`src/rtl/fpscr_pkg.sv`:
```
package fpscr_pkg;
  localparam int REG_W    = 32;
  localparam int FLD_W    = 4;
  localparam int N_FLD    = REG_W / FLD_W;
  localparam int OPND_W   = 64;
  localparam int CLASS_W  = 5;
  localparam int N_EXC    = 5;
  localparam int BIT_W    = $clog2(REG_W);
  localparam int FSEL_W   = $clog2(N_FLD);
  localparam int LOG_FLD  = $clog2(FLD_W);

  localparam int BIT_FX   = 31;
  localparam int BIT_FEX  = 30;
  localparam int BIT_VX   = 29;
  localparam int BIT_FR   = 18;
  localparam int BIT_FI   = 17;
  localparam int CLASS_LO = 12;
  localparam int CC_LO    = 12;
  localparam int BIT_NI   = 2;
  localparam int EXC_LO   = 25;
  localparam int EN_LO    = 3;

  // nine invalid-operation causes
  localparam logic [REG_W-1:0] INVALID_MASK = 32'h01F8_0700;
  // all sticky causes: invalid ones plus overflow, underflow, zero-divide, inexact
  localparam logic [REG_W-1:0] STICKY_MASK  = 32'h1FF8_0700;

  typedef enum logic [2:0] {
    OP_READ = 3'd0,
    OP_MOVE = 3'd1,
    OP_CLR  = 3'd2,
    OP_SET  = 3'd3,
    OP_IMM  = 3'd4,
    OP_MASK = 3'd5
  } fpscr_op_e;
endpackage

```
`src/rtl/fpscr_summary.sv`:
```
module fpscr_summary
  import fpscr_pkg::*;
(
  input  logic [REG_W-1:0] stored,
  output logic [REG_W-1:0] status
);
  logic             any_invalid;
  logic [N_EXC-1:0] exc_bits;
  logic [N_EXC-1:0] en_bits;
  logic [N_EXC-1:0] hit;

  assign any_invalid = |(stored & INVALID_MASK);
  assign exc_bits    = {any_invalid, stored[EXC_LO +: N_EXC-1]};
  assign en_bits     = stored[EN_LO +: N_EXC];

  for (genvar i = 0; i < N_EXC; i++) begin : g_pair
    assign hit[i] = exc_bits[i] & en_bits[i];
  end

  always_comb begin
    status          = stored;
    status[BIT_VX]  = any_invalid;
    status[BIT_FEX] = |hit;
  end
endmodule

```
`src/rtl/fpscr_update.sv`:
```
module fpscr_update
  import fpscr_pkg::*;
(
  input  logic [REG_W-1:0]   stored,
  input  logic [REG_W-1:0]   status,
  input  logic               cmd_fire,
  input  logic [2:0]         cmd_op,
  input  logic [FSEL_W-1:0]  cmd_field,
  input  logic [BIT_W-1:0]   cmd_bit,
  input  logic [FLD_W-1:0]   cmd_imm,
  input  logic [N_FLD-1:0]   cmd_mask,
  input  logic [REG_W-1:0]   src_lo,
  input  logic               rpt_fire,
  input  logic [REG_W-1:0]   rpt_sticky,
  input  logic               rpt_fr,
  input  logic               rpt_fi,
  input  logic               rpt_class_en,
  input  logic [CLASS_W-1:0] rpt_class,
  output logic [REG_W-1:0]   next_stored,
  output logic [OPND_W-1:0]  rsp_word
);
  logic [FSEL_W-1:0] field_inv;
  logic [BIT_W-1:0]  shamt;
  logic [REG_W-1:0]  field_mask;
  logic [REG_W-1:0]  shifted_status;
  logic [REG_W-1:0]  imm_word;
  logic [REG_W-1:0]  masked_val;
  logic [REG_W-1:0]  new_causes;
  logic [REG_W-1:0]  fresh_causes;
  logic              summary_sel;

  assign field_inv      = FSEL_W'(N_FLD - 1) - cmd_field;
  assign shamt          = {field_inv, {LOG_FLD{1'b0}}};
  assign field_mask     = {{(REG_W-FLD_W){1'b0}}, {FLD_W{1'b1}}} << shamt;
  assign shifted_status = status >> shamt;
  assign imm_word       = {{(REG_W-FLD_W){1'b0}}, cmd_imm} << shamt;
  assign summary_sel    = (cmd_bit == BIT_W'(BIT_FEX)) || (cmd_bit == BIT_W'(BIT_VX));
  assign new_causes     = rpt_sticky & STICKY_MASK;
  assign fresh_causes   = new_causes & ~stored;

  for (genvar k = 0; k < N_FLD; k++) begin : g_fld
    assign masked_val[k*FLD_W +: FLD_W] = cmd_mask[k] ? src_lo[k*FLD_W +: FLD_W]
                                                      : stored[k*FLD_W +: FLD_W];
  end

  always_comb begin
    next_stored = stored;
    rsp_word    = '0;
    if (cmd_fire) begin
      case (fpscr_op_e'(cmd_op))
        OP_READ: rsp_word = {{(OPND_W-REG_W){1'b0}}, status};
        OP_MOVE: begin
          rsp_word    = {{(OPND_W-FLD_W){1'b0}}, shifted_status[FLD_W-1:0]};
          next_stored = stored & ~field_mask;
        end
        OP_CLR: if (!summary_sel) next_stored[cmd_bit] = 1'b0;
        OP_SET: if (!summary_sel && cmd_bit != BIT_W'(BIT_NI)) next_stored[cmd_bit] = 1'b1;
        OP_IMM:  next_stored = (stored & ~field_mask) | imm_word;
        OP_MASK: next_stored = masked_val;
        default: ;
      endcase
    end else if (rpt_fire) begin
      next_stored = stored | new_causes;
      if (|fresh_causes) next_stored[BIT_FX] = 1'b1;
      next_stored[BIT_FR] = rpt_fr;
      next_stored[BIT_FI] = rpt_fi;
      if (rpt_class_en) next_stored[CLASS_LO +: CLASS_W] = rpt_class;
    end
    next_stored[BIT_FEX] = 1'b0;
    next_stored[BIT_VX]  = 1'b0;
  end
endmodule

```
`src/rtl/fpscr_rsp_slot.sv`:
```
module fpscr_rsp_slot
  import fpscr_pkg::*;
(
  input  logic              clk,
  input  logic              rst_n,
  input  logic              load,
  input  logic [OPND_W-1:0] data_in,
  input  logic [FLD_W-1:0]  cc_in,
  input  logic              ccv_in,
  input  logic              rsp_ready,
  output logic              space,
  output logic              rsp_valid,
  output logic [OPND_W-1:0] rsp_data,
  output logic [FLD_W-1:0]  rsp_cc,
  output logic              rsp_cc_valid
);
  assign space = !rsp_valid || rsp_ready;

  always_ff @(posedge clk or negedge rst_n) begin
    if (!rst_n) begin
      rsp_valid    <= 1'b0;
      rsp_data     <= '0;
      rsp_cc       <= '0;
      rsp_cc_valid <= 1'b0;
    end else if (load) begin
      rsp_valid    <= 1'b1;
      rsp_data     <= data_in;
      rsp_cc       <= cc_in;
      rsp_cc_valid <= ccv_in;
    end else if (rsp_ready) begin
      rsp_valid    <= 1'b0;
    end
  end
endmodule

```
`src/rtl/fpu_status_reg.sv`:
```
module fpu_status_reg
  import fpscr_pkg::*;
(
  input  logic               clk,
  input  logic               rst_n,
  input  logic               fe0,
  input  logic               fe1,
  input  logic               rpt_valid,
  output logic               rpt_ready,
  input  logic [REG_W-1:0]   rpt_sticky,
  input  logic               rpt_fr,
  input  logic               rpt_fi,
  input  logic               rpt_class_en,
  input  logic [CLASS_W-1:0] rpt_class,
  input  logic               cmd_valid,
  output logic               cmd_ready,
  input  logic [2:0]         cmd_op,
  input  logic [FSEL_W-1:0]  cmd_field,
  input  logic [BIT_W-1:0]   cmd_bit,
  input  logic [FLD_W-1:0]   cmd_imm,
  input  logic [N_FLD-1:0]   cmd_mask,
  input  logic [OPND_W-1:0]  cmd_src,
  input  logic               cmd_rec,
  output logic               rsp_valid,
  input  logic               rsp_ready,
  output logic [OPND_W-1:0]  rsp_data,
  output logic [FLD_W-1:0]   rsp_cc,
  output logic               rsp_cc_valid,
  output logic               irq
);
  logic [REG_W-1:0]  stored_q;
  logic [REG_W-1:0]  status_vis;
  logic [REG_W-1:0]  stored_d;
  logic [OPND_W-1:0] rsp_word;
  logic              slot_space;
  logic              cmd_fire;
  logic              rpt_fire;
  logic              unused_src_hi;

  assign unused_src_hi = ^cmd_src[OPND_W-1:REG_W];
  assign cmd_ready     = slot_space;
  assign cmd_fire      = cmd_valid && slot_space;
  assign rpt_ready     = !cmd_fire;
  assign rpt_fire      = rpt_valid && rpt_ready;

  fpscr_summary u_summary (
    .stored (stored_q),
    .status (status_vis)
  );

  fpscr_update u_update (
    .stored       (stored_q),
    .status       (status_vis),
    .cmd_fire     (cmd_fire),
    .cmd_op       (cmd_op),
    .cmd_field    (cmd_field),
    .cmd_bit      (cmd_bit),
    .cmd_imm      (cmd_imm),
    .cmd_mask     (cmd_mask),
    .src_lo       (cmd_src[REG_W-1:0]),
    .rpt_fire     (rpt_fire),
    .rpt_sticky   (rpt_sticky),
    .rpt_fr       (rpt_fr),
    .rpt_fi       (rpt_fi),
    .rpt_class_en (rpt_class_en),
    .rpt_class    (rpt_class),
    .next_stored  (stored_d),
    .rsp_word     (rsp_word)
  );

  fpscr_rsp_slot u_slot (
    .clk          (clk),
    .rst_n        (rst_n),
    .load         (cmd_fire),
    .data_in      (rsp_word),
    .cc_in        (stored_d[CC_LO +: FLD_W]),
    .ccv_in       (cmd_rec),
    .rsp_ready    (rsp_ready),
    .space        (slot_space),
    .rsp_valid    (rsp_valid),
    .rsp_data     (rsp_data),
    .rsp_cc       (rsp_cc),
    .rsp_cc_valid (rsp_cc_valid)
  );

  always_ff @(posedge clk or negedge rst_n) begin
    if (!rst_n) stored_q <= '0;
    else        stored_q <= stored_d;
  end

  assign irq = status_vis[BIT_FEX] && (fe0 || fe1);
endmodule

```
`config.mk`:
```
export PLATFORM = sky130hd
export DESIGN_NAME = fpu_status_reg
export DESIGN_NICKNAME = d
export VERILOG_FILES = /design/src/rtl/fpscr_pkg.sv /design/src/rtl/fpscr_summary.sv /design/src/rtl/fpscr_update.sv /design/src/rtl/fpscr_rsp_slot.sv /design/src/rtl/fpu_status_reg.sv
export SDC_FILE = /design/constraint.sdc
export NUM_CORES = 1
export LEC_CHECK = 0
export ABC_CLOCK_PERIOD_IN_PS = 2000
export BUFFER_PORTS_ARGS = -buffer_cell sky130_fd_sc_hd__clkbuf_2
export CAP_MARGIN = 40
export CELL_PAD_IN_SITES_DETAIL_PLACEMENT = 1
export CELL_PAD_IN_SITES_GLOBAL_PLACEMENT = 2
export CORE_ASPECT_RATIO = 1.1
export CORE_MARGIN = 4
export CORE_UTILIZATION = 28
export DETAILED_ROUTE_END_ITERATION = 10
export PLACE_DENSITY = 0.84
export SYNTH_ARGS = -nofsm -noshare
export SYNTH_HDL_FRONTEND = slang
export SYNTH_SLANG_ARGS = --single-unit
```
`constraint.sdc`:
```
create_clock -name clk -period 2 [get_ports clk]
set_clock_uncertainty 0.05 [all_clocks]
set_input_delay 0.1 -clock clk [delete_from_list [all_inputs] [get_ports clk]]
set_output_delay 0.1 -clock clk [all_outputs]
set_load 0.03 [all_outputs]
```
# Word-level counts from Yosys, hierarchy flattened

Index checks and enable logic that the tools add are counted.

Bits of input ports: 135
Register bits: 100
Word-level logic and storage cells: 94
Output and inout bits: 73

Mux-type cells: 20
Equal/unequal tests: 18
$lt $le $gt $ge: 2
Add/subtract/negate cells: 1
Bitwise logic cells: 14
Shift operators: 3
Reductions and logical operators: 24

Operators with widths:

| cell                   | count |
|---|---|
| $pmux W32 S5           | 1 |
| $mux W32               | 4 |
| $not A32 Y32           | 3 |
| $and A32 B32 Y32       | 2 |
| $or A32 B32 Y32        | 2 |
| $pmux W32 S2           | 1 |
| $reduce_and A5 Y1      | 7 |
| $and A29 B32 Y32       | 1 |
| $mux W4                | 8 |
| $or A32 B29 Y32        | 1 |
| $reduce_or A32 Y1      | 1 |
| $shl A4 B5 Y32         | 1 |
| $shl A4 B5 Y32 const A | 1 |
| $shr A32 B5 Y4         | 1 |
| $ne A3 B3 Y1 const B   | 8 |
| $eq A5 B5 Y1 const B   | 2 |
| $reduce_or A9 Y1       | 1 |
| $eq A3 B2 Y1 const B   | 2 |
| $eq A3 B3 Y1 const B   | 2 |
| $lt A5 B6 Y1 const B   | 1 |
| $ne A6 B1 Y1 const B   | 1 |
| $and A1 B1 Y1          | 5 |
| $demux W1 S5           | 1 |
| $ge A5 B1 Y1 const B   | 1 |
| other kinds (12)       | 24 |

# Depth between registers and ports, before layout

Depth in word-level cells: 9
Gate-level depth with buffers: 9
Depth with buffers taken out: 7

# Cells and area by module

A second synthesis with hierarchy kept.

Cells, all modules: 695
Area, all modules: 7161.9 um2

Modules (own cells, without submodules):

| module         | instances | cells each | sequential area each (um2) | area each (um2) |
|---|---|---|---|---|
| fpscr_update   | 1         | 471        | 0.0                        | 3105.5 |
| fpscr_rsp_slot | 1         | 149        | 1751.7                     | 2951.6 |
| fpu_status_reg | 1         | 36         | 800.8                      | 825.8 |
| fpscr_summary  | 1         | 39         | 0.0                        | 279.0 |

# Worst setup path after synthesis

Ideal clock, no wire load.

Kind: register -> register
Start point: register u_slot.rsp_valid
End point: register u_slot.rsp_data[14]
Cell stages (with the launch flop): 7
Setup slack: -107 ps
Clock period less this slack: 2107 ps
Data arrival time: 1990 ps
Cells stage by stage: dfrtp_1 nand2b_1 and2_1 buf_2 inv_2 clkbuf_1 a22o_1

Longest elaborated chain between the ends: 3

Ends and longest elaborated chain:

| what                   | RTL line             | source |
|---|---|---|
| from (decl)            | fpscr_rsp_slot.sv:12 | `output logic rsp_valid,` |
| from (signal assigned) | fpscr_rsp_slot.sv:21 | `rsp_valid <= 1'b0;` |
| from (signal assigned) | fpscr_rsp_slot.sv:26 | `rsp_valid <= 1'b1;` |
| from (signal assigned) | fpscr_rsp_slot.sv:31 | `rsp_valid <= 1'b0;` |
| $logic_not A1 Y1       | fpscr_rsp_slot.sv:17 | `assign space = !rsp_valid \|\| rsp_ready;` |
| $logic_or A1 B1 Y1     | fpscr_rsp_slot.sv:17 |  |
| net cmd_ready          | fpu_status_reg.sv:16 | `output logic cmd_ready,` |
| $logic_and A1 B1 Y1    | fpu_status_reg.sv:42 | `assign cmd_fire = cmd_valid && slot_space;` |
| to (signal assigned)   | fpscr_rsp_slot.sv:27 | `rsp_data <= data_in;` |
| to (decl)              | fpscr_rsp_slot.sv:13 | `output logic [OPND_W-1:0] rsp_data,` |

The timed path passes the listed nets, and every way through them passes these cells.
A chain may end at the register's enable or synchronous reset.

# Worst setup path after layout

Start point: register u_slot.rsp_valid
End point: register stored_q[13]

Longest elaborated chain between the ends: 7

Ends and longest elaborated chain:

| what                    | RTL line             | source |
|---|---|---|
| $logic_not A1 Y1 (*)    | fpscr_rsp_slot.sv:17 |  |
| $logic_or A1 B1 Y1 (*)  | fpscr_rsp_slot.sv:17 |  |
| $logic_and A1 B1 Y1 (*) | fpu_status_reg.sv:42 |  |
| $logic_not A1 Y1        | fpu_status_reg.sv:43 | `assign rpt_ready = !cmd_fire;` |
| $logic_and A1 B1 Y1     | fpu_status_reg.sv:44 | `assign rpt_fire = rpt_valid && rpt_ready;` |
| $mux W32                | fpscr_update.sv:62   | `end else if (rpt_fire) begin` |
| $mux W32 (*)            | fpscr_update.sv:49   | `if (cmd_fire) begin` |
| net stored_d[13]        | fpu_status_reg.sv:33 | `logic [REG_W-1:0] stored_d;` |
| to (signal assigned)    | fpu_status_reg.sv:88 | `else stored_q <= stored_d;` |
| to (decl)               | fpu_status_reg.sv:31 | `logic [REG_W-1:0] stored_q;` |

The timed path passes the listed nets; every way through them passes the cells marked *. The select of a mux whose other input is x is not followed.

==> run metrics <==
Post-synth ARST share 100%; Reg clk slew, reported paths ~0.06 ns; All-Layer GR Usage roughly 22%; EDFF count, synth 0; Tmin final 1.92 ns; most area-consuming cells after synthesis dfrtp_1 33%, a22o_1 6.1%, buf_4 5.1%; Slew Viols, Final 0; chip height roughly 150 um; Syn Area/Cell roughly 8.5 um^2; largest net degree at the start of global routing 52; Yosys reg bits 68; H-tree Lvls 3; root buf cell clkbuf_16; Slowest cell on crit path and3_2; post-synth cell types 75; detailed-route via count about 5700; largest family of logic cells by synthesized area compound AO/OA/AOI/OAI gates; Top FF cell, synth dfrtp_1; global-route wire length before repair approximately 35000 um; RSZ-0062 raised after global routing yes; Skew-Pair Late Insertion Delay around 0.34 ns; share of the synthesized area in the top cell type about a third; Setup CP Type register to register; final setup vio count 0; warnings from Yosys 0; leak pwr between 3 and 4 nW; clock tree buffer depth 2; max incr delay on CP between 0.3 and 0.4 ns; Syn Inst Count approximately 610; Rows 51; Min Hold Slack 0.0308 ns; Seq/Total Area, Yosys 32.7%; status completed; nets between 900 and 1000; crit path DAT about 2.1 ns; # diodes 0; crit path cell chain nand2b_2 > and2_2 > inv_2 > and3_2 > nor2_1 > a221o_1; vias per cell approximately 5.6; Rel. slew slack between 50% and 60%; clock sinks between 60 and 70; Die ar. between 20000 and 25000 um^2; CTS Buf Count 9; Initial DRT Pass Iterations 5; delay-heaviest family, CP simple AND/OR/NAND/NOR gates; Worst Tran Pin Value approximately 0.75 ns; RD Place Congestion 0.981; critical path capture point type register; total power after layout 5.17 mW; I/O Buffers between 100 and 150; Wirelength per Cell around 23 um; P&R area growth vs syn 31.1%; IO Pins around 210; Synth Area in Adders less than 1%; Simple-Gate Fraction of Synth Area about a fifth; Hold Path Class input port to register; GRT Residual Overflow 0; Iteration-0 DRC Markers between 300 and 400; Initial Util between 20% and 30%; mux share of post-synthesis cell area around 4.2%; endpoints failing hold 0; DRT Wirelength roughly 23000 um; PD cells 759 nW/um^2; vias in the first global route around 5900; Critical Path RT between 2 and 2.5 ns; Die X 138 um; most common cell in the synthesized netlist dfrtp_1; period utilization a little under 100%; flop2flop setup slack 0.08 ns; maxcap violations 0; Synth top cells by count 68 x dfrtp_1, 52 x nor2_1, 40 x a21oi_1, 38 x nand2_1, 36 x a22o_1; IR drop worst, VDD 0.363 mV; cell accounting for the most synthesized area dfrtp_1; complex-gate fraction of the synthesized area a little under a third; total core area between 15000 and 20000 um^2; Post-DP HPWL 18700 um; initial antenna violation count 0; drt drc 0; CTS tree built; Buf+Inv Stages, Crit Path 1; crit path max fanout 9; layout cells sized above 1 between 30% and 40%; antenna-violating nets left 0; Critical Path Start Type register; Post-Synth XOR/XNOR Area 0.650%; Fmax approximately 0.52 GHz; Synth Cell Area approximately 5200 um^2
==> cell families (layout without fill, tap and decap cells) <==
kind of cell / after synthesis / in the layout
compound gates: 236 / 236
simple gates: 185 / 185
buf+inv: 100 / 239
flops: 68 / 68
mux: 14 / 14
xor+xnor: 3 / 3
fa+ha+maj: 2 / 2
other cells: 1 / 32
==> area by class of cell <==
cell class                 count  area, um^2
tap                          238         298
clock buffer                  10         229
fill                        2188       11200
sequential                    68        1700
timing repair buffer         203        1300
clock inverter                 6         113
multi-input combinational    472        3090
inverter                      20        75.1
==> registers in the layout, indices dropped and copies added, names as in the netlist <==
name                 cells
u_slot.rsp_data         32
stored_q                30
u_slot.rsp_cc            4
u_slot.rsp_cc_valid      1
u_slot.rsp_valid         1
==> through the flow <==
step	setup WS (ns)	TNS [ns]	area [um^2]	std cells	util [%]
6_report	0.0793	0	6810	1017	37.9
5_1_grt	-0.00982	-0.00982	6810	1017	37.9
4_1_cts	0.0207	0	6780	1016	37.7
3_5_place_dp	-0.130	-0.853	6290	988	34.9
3_3_place_gp	-0.0545	-0.150	6290	988	34.9
2_1_floorplan	0.0214	0	5320	640	-
==> what timing repair did <==
item                       in CTS  in global routing
setup endpoints to repair      20                 19
gates resized for setup        11                 11
hold endpoints to repair       25                  0
pin swaps                       2                  4
hold buffers                   10                  0
buffers inserted                2                  1
==> path summary, 6_finish.rpt <==
check,end,cells after the start,start
worst min-delay path,stored_q[1],3,cmd_src[1]
min in group asynchronous,u_slot.rsp_cc[2],2,rst_n
worst max register to register,stored_q[13],6,u_slot.rsp_valid
worst min register to register,u_slot.rsp_data[30],2,u_slot.rsp_data[30]
worst max-delay path,stored_q[13],6,u_slot.rsp_valid
max in group asynchronous,stored_q[10],3,rst_n
==> where the power goes <==
part	internal, mW	total (mW)	switching [mW]
Clock	1.22	1.83	0.609
Combinational	0.627	1.58	0.954
Sequential	1.52	1.76	0.241
==> layout by cell type, fill, tap and decap left out, types with 6 or more instances in the layout <==
| master | count |
|---|---|
| a221oi_1 | 8 |
| o21a_1 | 7 |
| clkbuf_16 | 9 |
| dfrtp_1 | 66 |
| o21ai_0 | 21 |
| dlygate4sd3_1 | 10 |
| a22o_1 | 36 |
| o22ai_1 | 13 |
| and3_1 | 8 |
| mux4_2 | 6 |
| nor3_1 | 7 |
| nand2_1 | 38 |
| nor3b_1 | 6 |
| buf_4 | 67 |
| a21oi_1 | 39 |
| nor2_1 | 48 |
| nand2b_1 | 6 |
| nand3_1 | 15 |
| clkbuf_2 | 120 |
| a21o_1 | 6 |
| or2_2 | 10 |
| a31oi_1 | 11 |
| inv_1 | 19 |
| conb_1 | 32 |
| o21ai_1 | 25 |
| a32oi_1 | 6 |
| a22oi_1 | 27 |
| a221o_1 | 6 |
==> metal layers <==
layer | vias up | track usage [%] | part of all wire, %
met5 | - | 0 | 0
met4 | 0 | 9.49 | 4.3
met3 | 57 | 2.99 | 6.3
met2 | 251 | 37.6 | 49
met1 | 2845 | 28.8 | 41
li1 | 2567 | - | -
==> tightest hold or removal path, stage by stage <==
cell	delay, ns
clkbuf_2	0.09
a221oi_1	0.07
o21ai_1	0.10
Power figures use the tool's default switching activity.
